**src/rtl/pwm_sc_pkg.sv**
```systemverilog
package pwm_sc_pkg;
  localparam int unsigned REG_AW = 6;
  localparam int unsigned REG_DW = 32;
  // channel n of the falling-edge flag/mask sits at this bit offset
  localparam int unsigned DEA_OFS = 8;
  localparam logic [REG_AW-1:0] A_CTRL     = 6'h00;
  localparam logic [REG_AW-1:0] A_CNT      = 6'h01;
  localparam logic [REG_AW-1:0] A_PER      = 6'h02;
  localparam logic [REG_AW-1:0] A_FLAG     = 6'h03;
  localparam logic [REG_AW-1:0] A_MASK     = 6'h04;
  localparam logic [REG_AW-1:0] A_ACT_BASE = 6'h10;
  localparam logic [REG_AW-1:0] A_DEA_BASE = 6'h18;
endpackage

```
**src/rtl/pwm_sc_regs.sv**
```systemverilog
module pwm_sc_regs
  import pwm_sc_pkg::*;
#(
  parameter int unsigned NUM_CH = 6,
  parameter int unsigned CNT_W  = 16
) (
  input  logic                           clk_i,
  input  logic                           rst_ni,
  input  logic                           we_i,
  input  logic [REG_AW-1:0]              addr_i,
  input  logic [REG_DW-1:0]              wdata_i,
  input  logic [CNT_W-1:0]               cnt_i,
  input  logic [NUM_CH-1:0]              flag_a_i,
  input  logic [NUM_CH-1:0]              flag_d_i,
  output logic                           run_o,
  output logic [CNT_W-1:0]               per_sh_o,
  output logic [NUM_CH-1:0][CNT_W-1:0]   act_sh_o,
  output logic [NUM_CH-1:0][CNT_W-1:0]   dea_sh_o,
  output logic [NUM_CH-1:0]              mask_a_o,
  output logic [NUM_CH-1:0]              mask_d_o,
  output logic [NUM_CH-1:0]              clr_a_o,
  output logic [NUM_CH-1:0]              clr_d_o,
  output logic [REG_DW-1:0]              rdata_o
);
  logic unused_wbits;
  assign unused_wbits = ^wdata_i[REG_DW-1:CNT_W];

  always_ff @(posedge clk_i or negedge rst_ni) begin
    if (!rst_ni) begin
      run_o    <= 1'b0;
      per_sh_o <= '0;
      act_sh_o <= '0;
      dea_sh_o <= '0;
      mask_a_o <= '0;
      mask_d_o <= '0;
    end else if (we_i) begin
      case (addr_i)
        A_CTRL: run_o    <= wdata_i[0];
        A_PER:  per_sh_o <= wdata_i[CNT_W-1:0];
        A_MASK: begin
          mask_a_o <= wdata_i[NUM_CH-1:0];
          mask_d_o <= wdata_i[DEA_OFS +: NUM_CH];
        end
        default: begin
          for (int ch = 0; ch < NUM_CH; ch++) begin
            if (addr_i == A_ACT_BASE + REG_AW'(ch)) act_sh_o[ch] <= wdata_i[CNT_W-1:0];
            if (addr_i == A_DEA_BASE + REG_AW'(ch)) dea_sh_o[ch] <= wdata_i[CNT_W-1:0];
          end
        end
      endcase
    end
  end

  always_comb begin
    clr_a_o = '0;
    clr_d_o = '0;
    if (we_i && addr_i == A_FLAG) begin
      clr_a_o = wdata_i[NUM_CH-1:0];
      clr_d_o = wdata_i[DEA_OFS +: NUM_CH];
    end
  end

  always_comb begin
    rdata_o = '0;
    case (addr_i)
      A_CTRL: rdata_o[0] = run_o;
      A_CNT:  rdata_o[CNT_W-1:0] = cnt_i;
      A_PER:  rdata_o[CNT_W-1:0] = per_sh_o;
      A_FLAG: begin
        rdata_o[NUM_CH-1:0]        = flag_a_i;
        rdata_o[DEA_OFS +: NUM_CH] = flag_d_i;
      end
      A_MASK: begin
        rdata_o[NUM_CH-1:0]        = mask_a_o;
        rdata_o[DEA_OFS +: NUM_CH] = mask_d_o;
      end
      default: begin
        for (int ch = 0; ch < NUM_CH; ch++) begin
          if (addr_i == A_ACT_BASE + REG_AW'(ch)) rdata_o[CNT_W-1:0] = act_sh_o[ch];
          if (addr_i == A_DEA_BASE + REG_AW'(ch)) rdata_o[CNT_W-1:0] = dea_sh_o[ch];
        end
      end
    endcase
  end
endmodule

```
**src/rtl/pwm_sc_timebase.sv**
```systemverilog
module pwm_sc_timebase #(
  parameter int unsigned CNT_W = 16
) (
  input  logic             clk_i,
  input  logic             rst_ni,
  input  logic             run_i,
  input  logic [CNT_W-1:0] per_sh_i,
  output logic [CNT_W-1:0] cnt_o,
  output logic [CNT_W-1:0] per_act_o,
  output logic             wrap_o
);
  assign wrap_o = run_i && (cnt_o == per_act_o);

  always_ff @(posedge clk_i or negedge rst_ni) begin
    if (!rst_ni) begin
      cnt_o     <= '0;
      per_act_o <= '0;
    end else if (wrap_o) begin
      cnt_o     <= '0;
      per_act_o <= per_sh_i;
    end else if (run_i) begin
      cnt_o <= cnt_o + 1'b1;
    end
  end
endmodule

```
**src/rtl/pwm_sc_channel.sv**
```systemverilog
module pwm_sc_channel #(
  parameter int unsigned CNT_W = 16
) (
  input  logic             clk_i,
  input  logic             rst_ni,
  input  logic             run_i,
  input  logic             wrap_i,
  input  logic [CNT_W-1:0] cnt_i,
  input  logic [CNT_W-1:0] act_sh_i,
  input  logic [CNT_W-1:0] dea_sh_i,
  input  logic             clr_a_i,
  input  logic             clr_d_i,
  output logic [CNT_W-1:0] act_o,
  output logic [CNT_W-1:0] dea_o,
  output logic             pwm_o,
  output logic             flag_a_o,
  output logic             flag_d_o
);
  logic hit_a, hit_d;
  assign hit_a = run_i && (cnt_i == act_o);
  assign hit_d = run_i && (cnt_i == dea_o);

  always_ff @(posedge clk_i or negedge rst_ni) begin
    if (!rst_ni) begin
      act_o    <= '0;
      dea_o    <= '0;
      pwm_o    <= 1'b0;
      flag_a_o <= 1'b0;
      flag_d_o <= 1'b0;
    end else begin
      if (wrap_i) begin
        act_o <= act_sh_i;
        dea_o <= dea_sh_i;
      end
      // switch-off has priority over switch-on
      if (!run_i || hit_d) pwm_o <= 1'b0;
      else if (hit_a)      pwm_o <= 1'b1;
      flag_a_o <= (flag_a_o & ~clr_a_i) | hit_a;
      flag_d_o <= (flag_d_o & ~clr_d_i) | hit_d;
    end
  end
endmodule

```
**src/rtl/pwm_set_clear.sv**
```systemverilog
module pwm_set_clear
  import pwm_sc_pkg::*;
#(
  parameter int unsigned NUM_CH = 6,
  parameter int unsigned CNT_W  = 16
) (
  input  logic              clk_i,
  input  logic              rst_ni,
  input  logic              we_i,
  input  logic [REG_AW-1:0] addr_i,
  input  logic [REG_DW-1:0] wdata_i,
  output logic [REG_DW-1:0] rdata_o,
  output logic [NUM_CH-1:0] pwm_o,
  output logic              irq_o
);
  logic                         run_q, wrap;
  logic [CNT_W-1:0]             cnt_q, per_sh, per_act;
  logic [NUM_CH-1:0][CNT_W-1:0] act_sh, dea_sh, act_val, dea_val;
  logic [NUM_CH-1:0]            mask_a, mask_d, clr_a, clr_d, flag_a, flag_d;

  pwm_sc_regs #(.NUM_CH(NUM_CH), .CNT_W(CNT_W)) u_regs (
    .clk_i, .rst_ni, .we_i, .addr_i, .wdata_i,
    .cnt_i(cnt_q), .flag_a_i(flag_a), .flag_d_i(flag_d),
    .run_o(run_q), .per_sh_o(per_sh), .act_sh_o(act_sh), .dea_sh_o(dea_sh),
    .mask_a_o(mask_a), .mask_d_o(mask_d), .clr_a_o(clr_a), .clr_d_o(clr_d),
    .rdata_o
  );

  pwm_sc_timebase #(.CNT_W(CNT_W)) u_tb (
    .clk_i, .rst_ni, .run_i(run_q), .per_sh_i(per_sh),
    .cnt_o(cnt_q), .per_act_o(per_act), .wrap_o(wrap)
  );

  for (genvar ch = 0; ch < NUM_CH; ch++) begin : g_ch
    pwm_sc_channel #(.CNT_W(CNT_W)) u_ch (
      .clk_i, .rst_ni, .run_i(run_q), .wrap_i(wrap), .cnt_i(cnt_q),
      .act_sh_i(act_sh[ch]), .dea_sh_i(dea_sh[ch]),
      .clr_a_i(clr_a[ch]), .clr_d_i(clr_d[ch]),
      .act_o(act_val[ch]), .dea_o(dea_val[ch]),
      .pwm_o(pwm_o[ch]), .flag_a_o(flag_a[ch]), .flag_d_o(flag_d[ch])
    );
  end

  assign irq_o = |{flag_a & mask_a, flag_d & mask_d};
endmodule

```
**config.mk**
```make
export PLATFORM = sky130hd
export DESIGN_NAME = pwm_set_clear
export DESIGN_NICKNAME = d
export VERILOG_FILES = /design/src/rtl/pwm_sc_pkg.sv /design/src/rtl/pwm_sc_regs.sv /design/src/rtl/pwm_sc_timebase.sv /design/src/rtl/pwm_sc_channel.sv /design/src/rtl/pwm_set_clear.sv
export SDC_FILE = /design/constraint.sdc
export NUM_CORES = 1
export LEC_CHECK = 0
export ABC_CLOCK_PERIOD_IN_PS = 7700
export BUFFER_PORTS_ARGS = -buffer_cell sky130_fd_sc_hd__buf_2
export CAP_MARGIN = 20
export CORE_ASPECT_RATIO = 0.9
export CORE_UTILIZATION = 42
export CTS_CLUSTER_SIZE = 14
export DETAILED_ROUTE_END_ITERATION = 8
export PLACE_DENSITY_LB_ADDON = 0.12
export SLEW_MARGIN = 15
export SYNTH_ARGS = -nofsm -noshare
export SYNTH_HDL_FRONTEND = slang
export SYNTH_SLANG_ARGS = --single-unit
```
**constraint.sdc**
```tcl
create_clock -name clk_i -period 7.7 [get_ports clk_i]
set_clock_uncertainty 0.15 [all_clocks]
set_input_delay 0.385 -clock clk_i [delete_from_list [all_inputs] [get_ports clk_i]]
set_output_delay 0.385 -clock clk_i [all_outputs]
set_load 0.01 [all_outputs]
```
== Word level (Yosys, flattened, before mapping) ==
Index checks and enable logic that the tools add are counted.

* Logic and storage cells: 197
* Bits in registers: 463
* Bits of input ports: 41

* Add/subtract/negate cells: 1
* Equality and inequality tests: 29
* Mux-type cells: 33
* Bitwise operators: 39
* Reductions and logical operators: 47

{| class="wikitable"
|+ Operator list
! kind !! count
|-
| 16-bit two-way mux || 14
|-
| 16-bit equality test || 13
|-
| 6-bit by 5-bit equality test with 1-bit output (second input constant) || 12
|-
| 3-bit AND reduction || 12
|-
| 6-bit one-hot mux with 5 select lines || 1
|-
| 5-bit one-hot mux with 5 select lines || 1
|-
| 16-bit by 1-bit adder with 16-bit output (second input constant) || 1
|-
| 1-bit logical AND || 14
|-
| 2-bit nonzero test || 7
|-
| 1-bit inverter || 13
|-
| 1-bit AND || 12
|-
| 6-bit AND || 2
|-
| 6-bit by 2-bit equality test with 1-bit output (second input constant) || 2
|-
| 1-bit two-way mux || 12
|-
| 6-bit two-way mux || 2
|-
| 1-bit OR || 12
|-
| 2-bit one-hot mux with 3 select lines || 2
|-
| 12-bit OR reduction || 1
|-
| 6-bit by 1-bit equality test with 1-bit output (second input constant) || 1
|-
| 6-bit by 3-bit equality test with 1-bit output (second input constant) || 1
|-
| 6-bit zero test || 1
|-
| 1-bit logical OR || 6
|-
| 2-bit AND reduction || 3
|-
| 3-bit OR reduction || 2
|-
| other kinds (2) || 2
|}

== Depth between registers and ports, before layout ==
Gate-level depths: netlist of the first run.

* Word-level depth: 14
* Depth in mapped cells: 9
* Mapped depth without buffers: 6

== Cells and area by module ==
Synthesis of the first run repeated with hierarchy kept, for this count alone.

* Cell total of the unflattened synthesis: 1745
* Area, all modules: 22258.8 µm²

{| class="wikitable"
|+ Modules (own cells, without submodules)
! module !! seq. area each (µm²) !! cells each !! area each (µm²) !! instances
|-
| pwm_sc_regs || 5530.3 || 872 || 10736.5 || 1
|-
| pwm_sc_channel || 875.8 || 122 || 1649.1 || 6
|-
| pwm_sc_timebase || 800.8 || 134 || 1551.5 || 1
|-
| pwm_set_clear || 0.0 || 7 || 76.3 || 1
|}

== Worst setup path after synthesis of the first run ==
OpenSTA, ideal clock, no wires.

* Path type: input-to-output
* Start point: in addr_i[5]
* End point: out rdata_o[11]
* Path buffers: 2
* Stages on the path: 7
* Arrival time: 2315 ps
* Required time: 7165 ps
* Slack: 4850 ps
* Cell sequence: clkbuf_1 or4b_2 nor2_1 buf_2 a22oi_1 and3_1 o21ai_0

* Cells in the longest elaborated chain, start to end: 14

{| class="wikitable"
|+ Ends and longest elaborated chain
! what !! RTL line !! text
|-
| from (decl) || pwm_set_clear.sv:10 || <nowiki>input logic [REG_AW-1:0] addr_i,</nowiki>
|-
| 6-bit by 5-bit equality test with 1-bit output || pwm_sc_regs.sv:79 || <nowiki>if (addr_i == A_ACT_BASE + REG_AW'(ch)) rdata_o[CNT_W-1:0] = act_sh_o[ch];</nowiki>
|-
| 16-bit two-way mux || pwm_sc_regs.sv:79 ||
|-
| 16-bit two-way mux || pwm_sc_regs.sv:80 || <nowiki>if (addr_i == A_DEA_BASE + REG_AW'(ch)) rdata_o[CNT_W-1:0] = dea_sh_o[ch];</nowiki>
|-
| 16-bit two-way mux || pwm_sc_regs.sv:79 ||
|-
| 16-bit two-way mux || pwm_sc_regs.sv:80 ||
|-
| 16-bit two-way mux || pwm_sc_regs.sv:79 ||
|-
| 16-bit two-way mux || pwm_sc_regs.sv:80 ||
|-
| 16-bit two-way mux || pwm_sc_regs.sv:79 ||
|-
| 16-bit two-way mux || pwm_sc_regs.sv:80 ||
|-
| 16-bit two-way mux || pwm_sc_regs.sv:79 ||
|-
| 16-bit two-way mux || pwm_sc_regs.sv:80 ||
|-
| 16-bit two-way mux || pwm_sc_regs.sv:79 ||
|-
| 16-bit two-way mux || pwm_sc_regs.sv:80 ||
|-
| 6-bit one-hot mux with 5 select lines (*) || pwm_sc_regs.sv:65 || <nowiki>case (addr_i)</nowiki>
|-
| to (decl) || pwm_set_clear.sv:12 || <nowiki>output logic [REG_DW-1:0] rdata_o,</nowiki>
|}

Every way passes the cells marked *; elsewhere a longest branch is shown, timed or not.

== Worst setup path after layout of the first run ==
* Start point: in addr_i[3]
* End point: out rdata_o[11]

Same word-level chain as after synthesis.

==> results of run 1 <==
## where the power goes
group	switching [mW]	internal (mW)	total (mW)
sequential	0.399	2.90	3.30
combinational	0.897	0.896	1.79
clock	1.03	1.53	2.56
total	2.32	5.33	7.65
## flip-flops by register name, indices dropped and copies added, names as in the netlist
signal	count
g_ch.u_ch.act_o	96
g_ch.u_ch.dea_o	96
u_regs.act_sh_o	96
u_regs.dea_sh_o	96
u_regs.per_sh_o	16
u_tb.cnt_o	16
u_tb.per_act_o	16
g_ch.u_ch.flag_a_o	6
g_ch.u_ch.flag_d_o	6
g_ch.u_ch.pwm_o	6
u_regs.mask_a_o	6
u_regs.mask_d_o	6
u_regs.run_o	1
## per-stage QoR
| stage | total power, mW | utilization [%] |
|---|---|---|
| after floorplan | 4.51 | - |
| after global placement | 5.08 | 43.9 |
| after detailed placement | 5.11 | 43.9 |
| after CTS | 7.69 | 47.2 |
| after global routing | 7.97 | 47.2 |
| final | 7.65 | 47.2 |
## worst paths after layout
check | to | cells past startpoint
worst max-delay path | rdata_o[11] | 8
worst min-delay path | g_ch[0].u_ch.flag_d_o$_DFF_PN0_ | 3
worst max register to register | g_ch[1].u_ch.act_o[5]$_DFFE_PN0P_ | 7
worst min register to register | g_ch[4].u_ch.act_o[13]$_DFFE_PN0P_ | 1
max in group asynchronous | g_ch[4].u_ch.act_o[2]$_DFFE_PN0P_ | 3
min in group asynchronous | u_tb.cnt_o[0]$_DFFE_PN0P_ | 2
## cells by family after synthesis
family                     after synthesis  share of synthesized area (%)
AOI/OAI and AO/OA                      180                           5.99
xor gates and xnor gates               222                           8.56
adders and majority gates                1                         0.0551
buffers and inverters                  155                           3.76
DFF                                    463                           51.0
muxes                                  450                           24.2
other                                    1                         0.0165
and+or+nand+nor                        279                           6.39
## Yosys cell counts (23+ instances only)
library cell / count / share of area [%]
dfrtp_1: 463 / 51
buf_4: 23 / 0.76
mux2_2: 316 / 16
a22oi_1: 46 / 1.5
clkbuf_1: 68 / 1.1
xor2_1: 66 / 2.5
buf_2: 26 / 0.57
nand3_1: 25 / 0.55
xnor2_1: 156 / 6.0
nor2_1: 42 / 0.69
nor4_1: 28 / 0.77
nand2_1: 73 / 1.2
mux2_4: 120 / 7.9
nand4_1: 42 / 1.2
## metal layers
metal	up-vias	wire length, um
met4	4	2110
met2	572	31500
met5	-	28
met3	112	6320
met1	7807	34800
li1	6289	-
## area by class of cell
cell class	instances	area, um2	area share, %
flip-flops and latches	463	11600	46.1
diodes	1	2.50	0.00996
inverters	10	37.5	0.149
multi-input cells	1148	10300	41.2
clock buffers	77	1490	5.94
well taps	697	872	3.47
repair buffers	83	556	2.21
clock inverters	15	233	0.926
## timing repair
item | 4_1_cts | 5_1_grt
hold endpoints to repair | 122 | 0
hold buffers | 1 | 0
setup buffers | 0 | 0
## worst min-delay path, stage by stage
cell	delay [ps]
buf_2	250
nand2_1	110
a22o_1	110
==> summary.md, run 1 <==
| Metric | Value |
|---|---|
| Layout cells sized above 1 | `33.7%` |
| Worst hold slack | `159 ps` |
| Synthesized area per cell | `13.0 um2` |
| #FFs+latches synth | `between 400 and 500` |
| CTS tree | `built` |
| DIE HEIGHT | `223 um` |
| Layer with the highest usage | `met1` |
| Reg clk slew, reported paths | `around 60 ps` |
| Syn Inst Count | `roughly 1800` |
| Post-CTS sizing | `0` |
| PortBufs | `47` |
| TNS Setup | `0 ps` |
| CTS Buffer Depth | `3` |
| Status | `completed` |
| H-Tree Depth | `2` |
| Transition time at the pin with the least slew margin | `roughly 1200 ps` |
| ANT nets after route | `0` |
| Crit path top cell by count | `buf_2` |
| Most frequent cells in the layout | `462 x dfrtp_1, 316 x mux2_2, 156 x xnor2_1, 120 x mux2_4, 73 x nand2_1` |
| Initial core utilization | `a little over two fifths` |
| Worst setup path class | `in2out` |
| Number of buffers created by CTS | `50` |
| Drt first pass iters | `6` |
| DRC viols | `0` |
| Count of pins over their slew limit | `0` |
| Fill cells | `4800` |
| GP Congestion | `a little under 1` |
| RSZ-0062 raised after global routing | `false` |
| Die Footprint | `0.0550 mm2` |
| Crit path launch type | `primary input` |
| Yosys cell types | `59` |
| First-pass GRT wire length | `109000 um` |
| Grt ovf | `0` |
| Final #Nets | `1798` |
| Slew margin rel. | `17.1%` |
| Fin crit share | `54.9%` |
| Inst Count DP | `2399` |
| CTS sink count | `463` |
| Number of global-route vias before repair | `14567` |
| Met3 usage | `5.88%` |
| Core area | `0.0533 mm2` |
| DP HPWL | `48400 um` |
| Post-DR vias/cell | `5.93` |
| Clock Tree Root | `clkbuf_16` |
| Die X-Extent | `~250 um` |
| Final setup viols | `0` |
| Commonest non-fill, non-tap cell in the layout | `dfrtp_1` |
| Yosys Warn Count | `0` |
| Via count | `14784` |
| Synthesis-to-layout area growth | `10.6%` |
| GRT Resource Usage Total | `27.7%` |
| Final worst path period need | `4220 ps` |
| Worst setup margin | `3480 ps` |
| Routed WL | `74800 um` |
| CP top delay family | `simple AND/OR/NAND/NOR gates` |
| Critical Path Slowest Stage Cell | `nor2_2` |
| HP Start | `wdata_i[8]` |
| Worst vdd ir | `between 0.00015 and 0.0002 V` |
| CP Capture Type | `output pin` |
| FF-to-FF setup slack | `4010 ps` |
| Setup crit start | `addr_i[3]` |
| DR iter-0 viols | `1504` |
| Post-synth EDFFs | `0` |
| Crit path max fanout | `43` |
| Worst Path Arrival | `3690 ps` |
| Clk_lat worst skew | `~600 ps` |
| Largest net degree at the start of global routing | `between 150 and 200` |
| M2 GR Usage | `38.9%` |
| Data required, critical path | `7160 ps` |
| Buffers plus inverters on the worst setup path | `3` |
| Initial antenna violation count | `6` |
| CP cell instances | `buf_2 > buf_4 > or4b_2 > nor2_2 > a22oi_1 > and3_1 > o21ai_0 > buf_2` |
| Final Hold Vio Count | `0` |
| P per Cell Area | `approximately 300 mW/mm2` |
| Asr flop ratio synth | `100%` |
| Lkg Pwr | `~12 nW` |
| Ports | `80` |
| Cell Area, Placed | `0.0234 mm2` |
| Post-synthesis sequential area ratio | `51.0%` |
| DR WL/cell | `30.0 um` |
| DP Worst Slack | `3520 ps` |
| Synth Cell Area | `between 0.02 and 0.025 mm2` |
| Design Area, Final | `0.0251 mm2` |
| MaxCap Viol Count | `0` |
| Most used flip-flop cell after synthesis | `dfrtp_1` |
| Non-Filler Instances | `2494` |
| Worst min path class | `in2reg` |
| Reg2reg start | `u_tb.cnt_o[2]$_DFFE_PN0P_` |
| Rows | `80` |
| Met1 Track Usage GR | `42.4%` |
| Fmax | `about 0.24 GHz` |
| Max incr delay on CP | `800 ps` |
Power figures use the tool's default switching activity.
==> run 2, diff against run 1 <==
ABC_CLOCK_PERIOD_IN_PS = 4100   (was 7700)
clock period = 4.1 ns   (was 7.7 ns; I/O delays follow)
==> run 2 against run 1 <==
Compared with the run above: clock-buffer cell count increased by 1; non-clock buffer count increased by 28; hold slack lost 110 ps; core utilization up 0.33 points; sequential cell count is the same; die area unchanged; combinational power rose by 90%; first-iteration DRC count is 14% lower; largest power group unchanged; largest cell class unchanged; highest routed layer unchanged; routed wire length grew 2.8%; via count rose by 1.8%; critical path depth down 3; power increased by 85%.
==> summary.md, run 2 (synthesized netlist as in run 1, its figures left out) <==
| Metric | Value |
|---|---|
| Status | `completed (unchanged)` |
| Layout cells sized above 1 | `34.5% (was 33.7%)` |
| Fin crit share | `80.9%` |
| Drt first pass iters | `6 (unchanged)` |
| RSZ-0062 raised after global routing | `false (unchanged)` |
| Post-CTS sizing | `0 (unchanged)` |
| Crit path max fanout | `16 (was 43)` |
| DR iter-0 viols | `1294 (was 1504)` |
| Worst vdd ir | `0.000406 V (was 0.000167 V)` |
| Met1 WL | `35700 um (was 34800 um)` |
| WL met2 | `32400 um (was 31500 um)` |
| Final setup viols | `0 (unchanged)` |
| CP cell instances | `buf_4 > a221o_1 > a221oi_1 > o21ai_0 > buf_2 (was buf_2 > buf_4 > or4b_2 > nor2_2 > a22oi_1 > and3_1 > o21ai_0 > buf_2)` |
| Initial core utilization | `42.7% (unchanged)` |
| Initial antenna violation count | `9 (was 6)` |
| Worst min path class | `in2reg (unchanged)` |
| GRT Resource Usage Total | `28.6% (was 27.7%)` |
| Total chip power | `14.2 mW (was 7.65 mW)` |
| Hold-fix buffer count after cts | `4 (was 1)` |
| Number of global-route vias before repair | `14925 (was 14567)` |
| Data required, critical path | `3740 ps (was 7160 ps)` |
| Final Hold Vio Count | `0 (unchanged)` |
| Clock Tree Root | `clkbuf_16 (unchanged)` |
| CP Capture Type | `output pin (unchanged)` |
| PortBufs | `47 (unchanged)` |
| Critical Path Slowest Stage Cell | `a221oi_1 (was nor2_2)` |
| DIE HEIGHT | `223 um (unchanged)` |
| DRC viols | `0 (unchanged)` |
| Final worst path period need | `3320 ps` |
| P per Cell Area | `560 mW/mm2 (was 305 mW/mm2)` |
| CTS sink count | `463 (unchanged)` |
| Number of buffers created by CTS | `50 (unchanged)` |
| Final #Nets | `1826 (was 1798)` |
| FF-to-FF setup slack | `930 ps (was 4010 ps)` |
| Slew margin rel. | `22.5% (was 17.1%)` |
| Worst Path Arrival | `2960 ps (was 3690 ps)` |
| Routed WL | `76900 um (was 74800 um)` |
| Post-CTS setup buffer count | `0 (unchanged)` |
| Reg clk slew, reported paths | `70 ps (was 60 ps)` |
| Transition time at the pin with the least slew margin | `1150 ps (was 1240 ps)` |
| Die X-Extent | `247 um (unchanged)` |
| Met3 wire length | `6780 um (was 6320 um)` |
| Crit path launch type | `flip-flop (was primary input)` |
| MaxCap Viol Count | `0 (unchanged)` |
| Commonest non-fill, non-tap cell in the layout | `dfrtp_1 (unchanged)` |
| Max incr delay on CP | `620 ps (was 800 ps)` |
| ANT nets after route | `0 (unchanged)` |
| GP Congestion | `0.952 (was 0.973)` |
| Grt ovf | `0 (unchanged)` |
| Die Footprint | `0.0550 mm2 (unchanged)` |
| Highest routed layer | `met5 (unchanged)` |
| Via count | `15048 (was 14784)` |
| Fmax | `0.301 GHz` |
| DR WL/cell | `30.5 um (was 30.0 um)` |
| Worst setup path class | `reg2out (was in2out)` |
| Core area | `0.0533 mm2 (unchanged)` |
| CP top delay family | `compound AO/OA/AOI/OAI gates (was simple AND/OR/NAND/NOR gates)` |
| Lkg Pwr | `12.2 nW (was 12.1 nW)` |
| Most frequent cells in the layout | `463 x dfrtp_1, 316 x mux2_2, 156 x xnor2_1, 120 x mux2_4, 73 x nand2_1 (was 462 x dfrtp_1, 316 x mux2_2, 156 x xnor2_1, 120 x mux2_4, 73 x nand2_1)` |
| Rows | `80 (unchanged)` |
| Count of pins over their slew limit | `0 (unchanged)` |
| Worst hold slack | `44.0 ps (was 159 ps)` |
| CTS Buffer Depth | `3 (unchanged)` |
| Post-DR vias/cell | `5.97 (was 5.93)` |
| Buffers plus inverters on the worst setup path | `2 (was 3)` |
| TNS Setup | `0 ps (unchanged)` |
| Ports | `80 (unchanged)` |
| First-pass GRT wire length | `111000 um (was 109000 um)` |
| Clk_lat worst skew | `610 ps (was 600 ps)` |
| Largest net degree at the start of global routing | `94 (was 168)` |
| H-Tree Depth | `2 (unchanged)` |
| DP HPWL | `50900 um (was 48400 um)` |
| Synthesis-to-layout area growth | `11.4% (was 10.6%)` |
| CTS tree | `built (unchanged)` |
==> run 2: cell count changes in the layout (fill, tap and decap cells not counted), moves of 2 or more <==
cell | before | now
nor2_1 | 40 | 42
buf_12 | 3 | 7
clkbuf_1 | 14 | 10
dlygate4sd3_1 | 1 | 4
nor2_2 | 2 | 0
clkbuf_8 | 12 | 17
diode_2 | 1 | 4
bufinv_16 | 6 | 1
buf_4 | 32 | 53
==> run 2: per-layer routing <==
metal | track usage [%] | up-vias
met5 | 0 | -
met4 | 7.55 | 8
met3 | 7.25 | 108
met2 | 39.8 | 608
met1 | 43.5 | 7970
li1 | - | 6354
==> run 2: final timing paths <==
| kind | cells past startpoint | end | from |
|---|---|---|---|
| max | 5 | rdata_o[6] | u_tb.cnt_o[6]$_DFFE_PN0P_ |
| max reg2reg | 6 | g_ch[2].u_ch.act_o[12]$_DFFE_PN0P_ | u_tb.cnt_o[2]$_DFFE_PN0P_ |
| max in group asynchronous | 3 | u_regs.dea_sh_o[36]$_DFFE_PN0P_ | rst_ni |
| min in group asynchronous | 2 | g_ch[2].u_ch.act_o[1]$_DFFE_PN0P_ | rst_ni |
| min | 2 | u_regs.act_sh_o[95]$_DFFE_PN0P_ | wdata_i[15] |
| min reg2reg | 1 | g_ch[2].u_ch.dea_o[4]$_DFFE_PN0P_ | u_regs.dea_sh_o[36]$_DFFE_PN0P_ |
==> run 2: layout make-up <==
type,instances,area [um2]
Clock buffer,78,1550
Tap cell,697,872
Clock inverter,11,86.3
Inverter,10,37.5
Fill cell,4767,27900
Sequential cell,463,11600
Multi-Input combinational cell,1148,10300
Timing Repair Buffer,111,823
Antenna cell,4,10.0
==> run 2: where the power goes <==
group	internal, mW	leakage, nW	total (mW)	switching [mW]
clock	2.64	0.813	4.56	1.92
sequential	5.45	6.22	6.20	0.758
combinational	1.70	5.21	3.40	1.70
total	9.79	12.2	14.2	4.38
==> run 2: per-stage QoR <==
step	setup WS (ps)	cell area, um2	cells	util, %
floorplan	1570	22800	1766	-
global placement	865	23600	2425	44.4
detailed placement	881	23600	2425	44.4
CTS	788	25300	2518	47.5
global route	598	25300	2518	47.5
finish	783	25300	2522	47.5
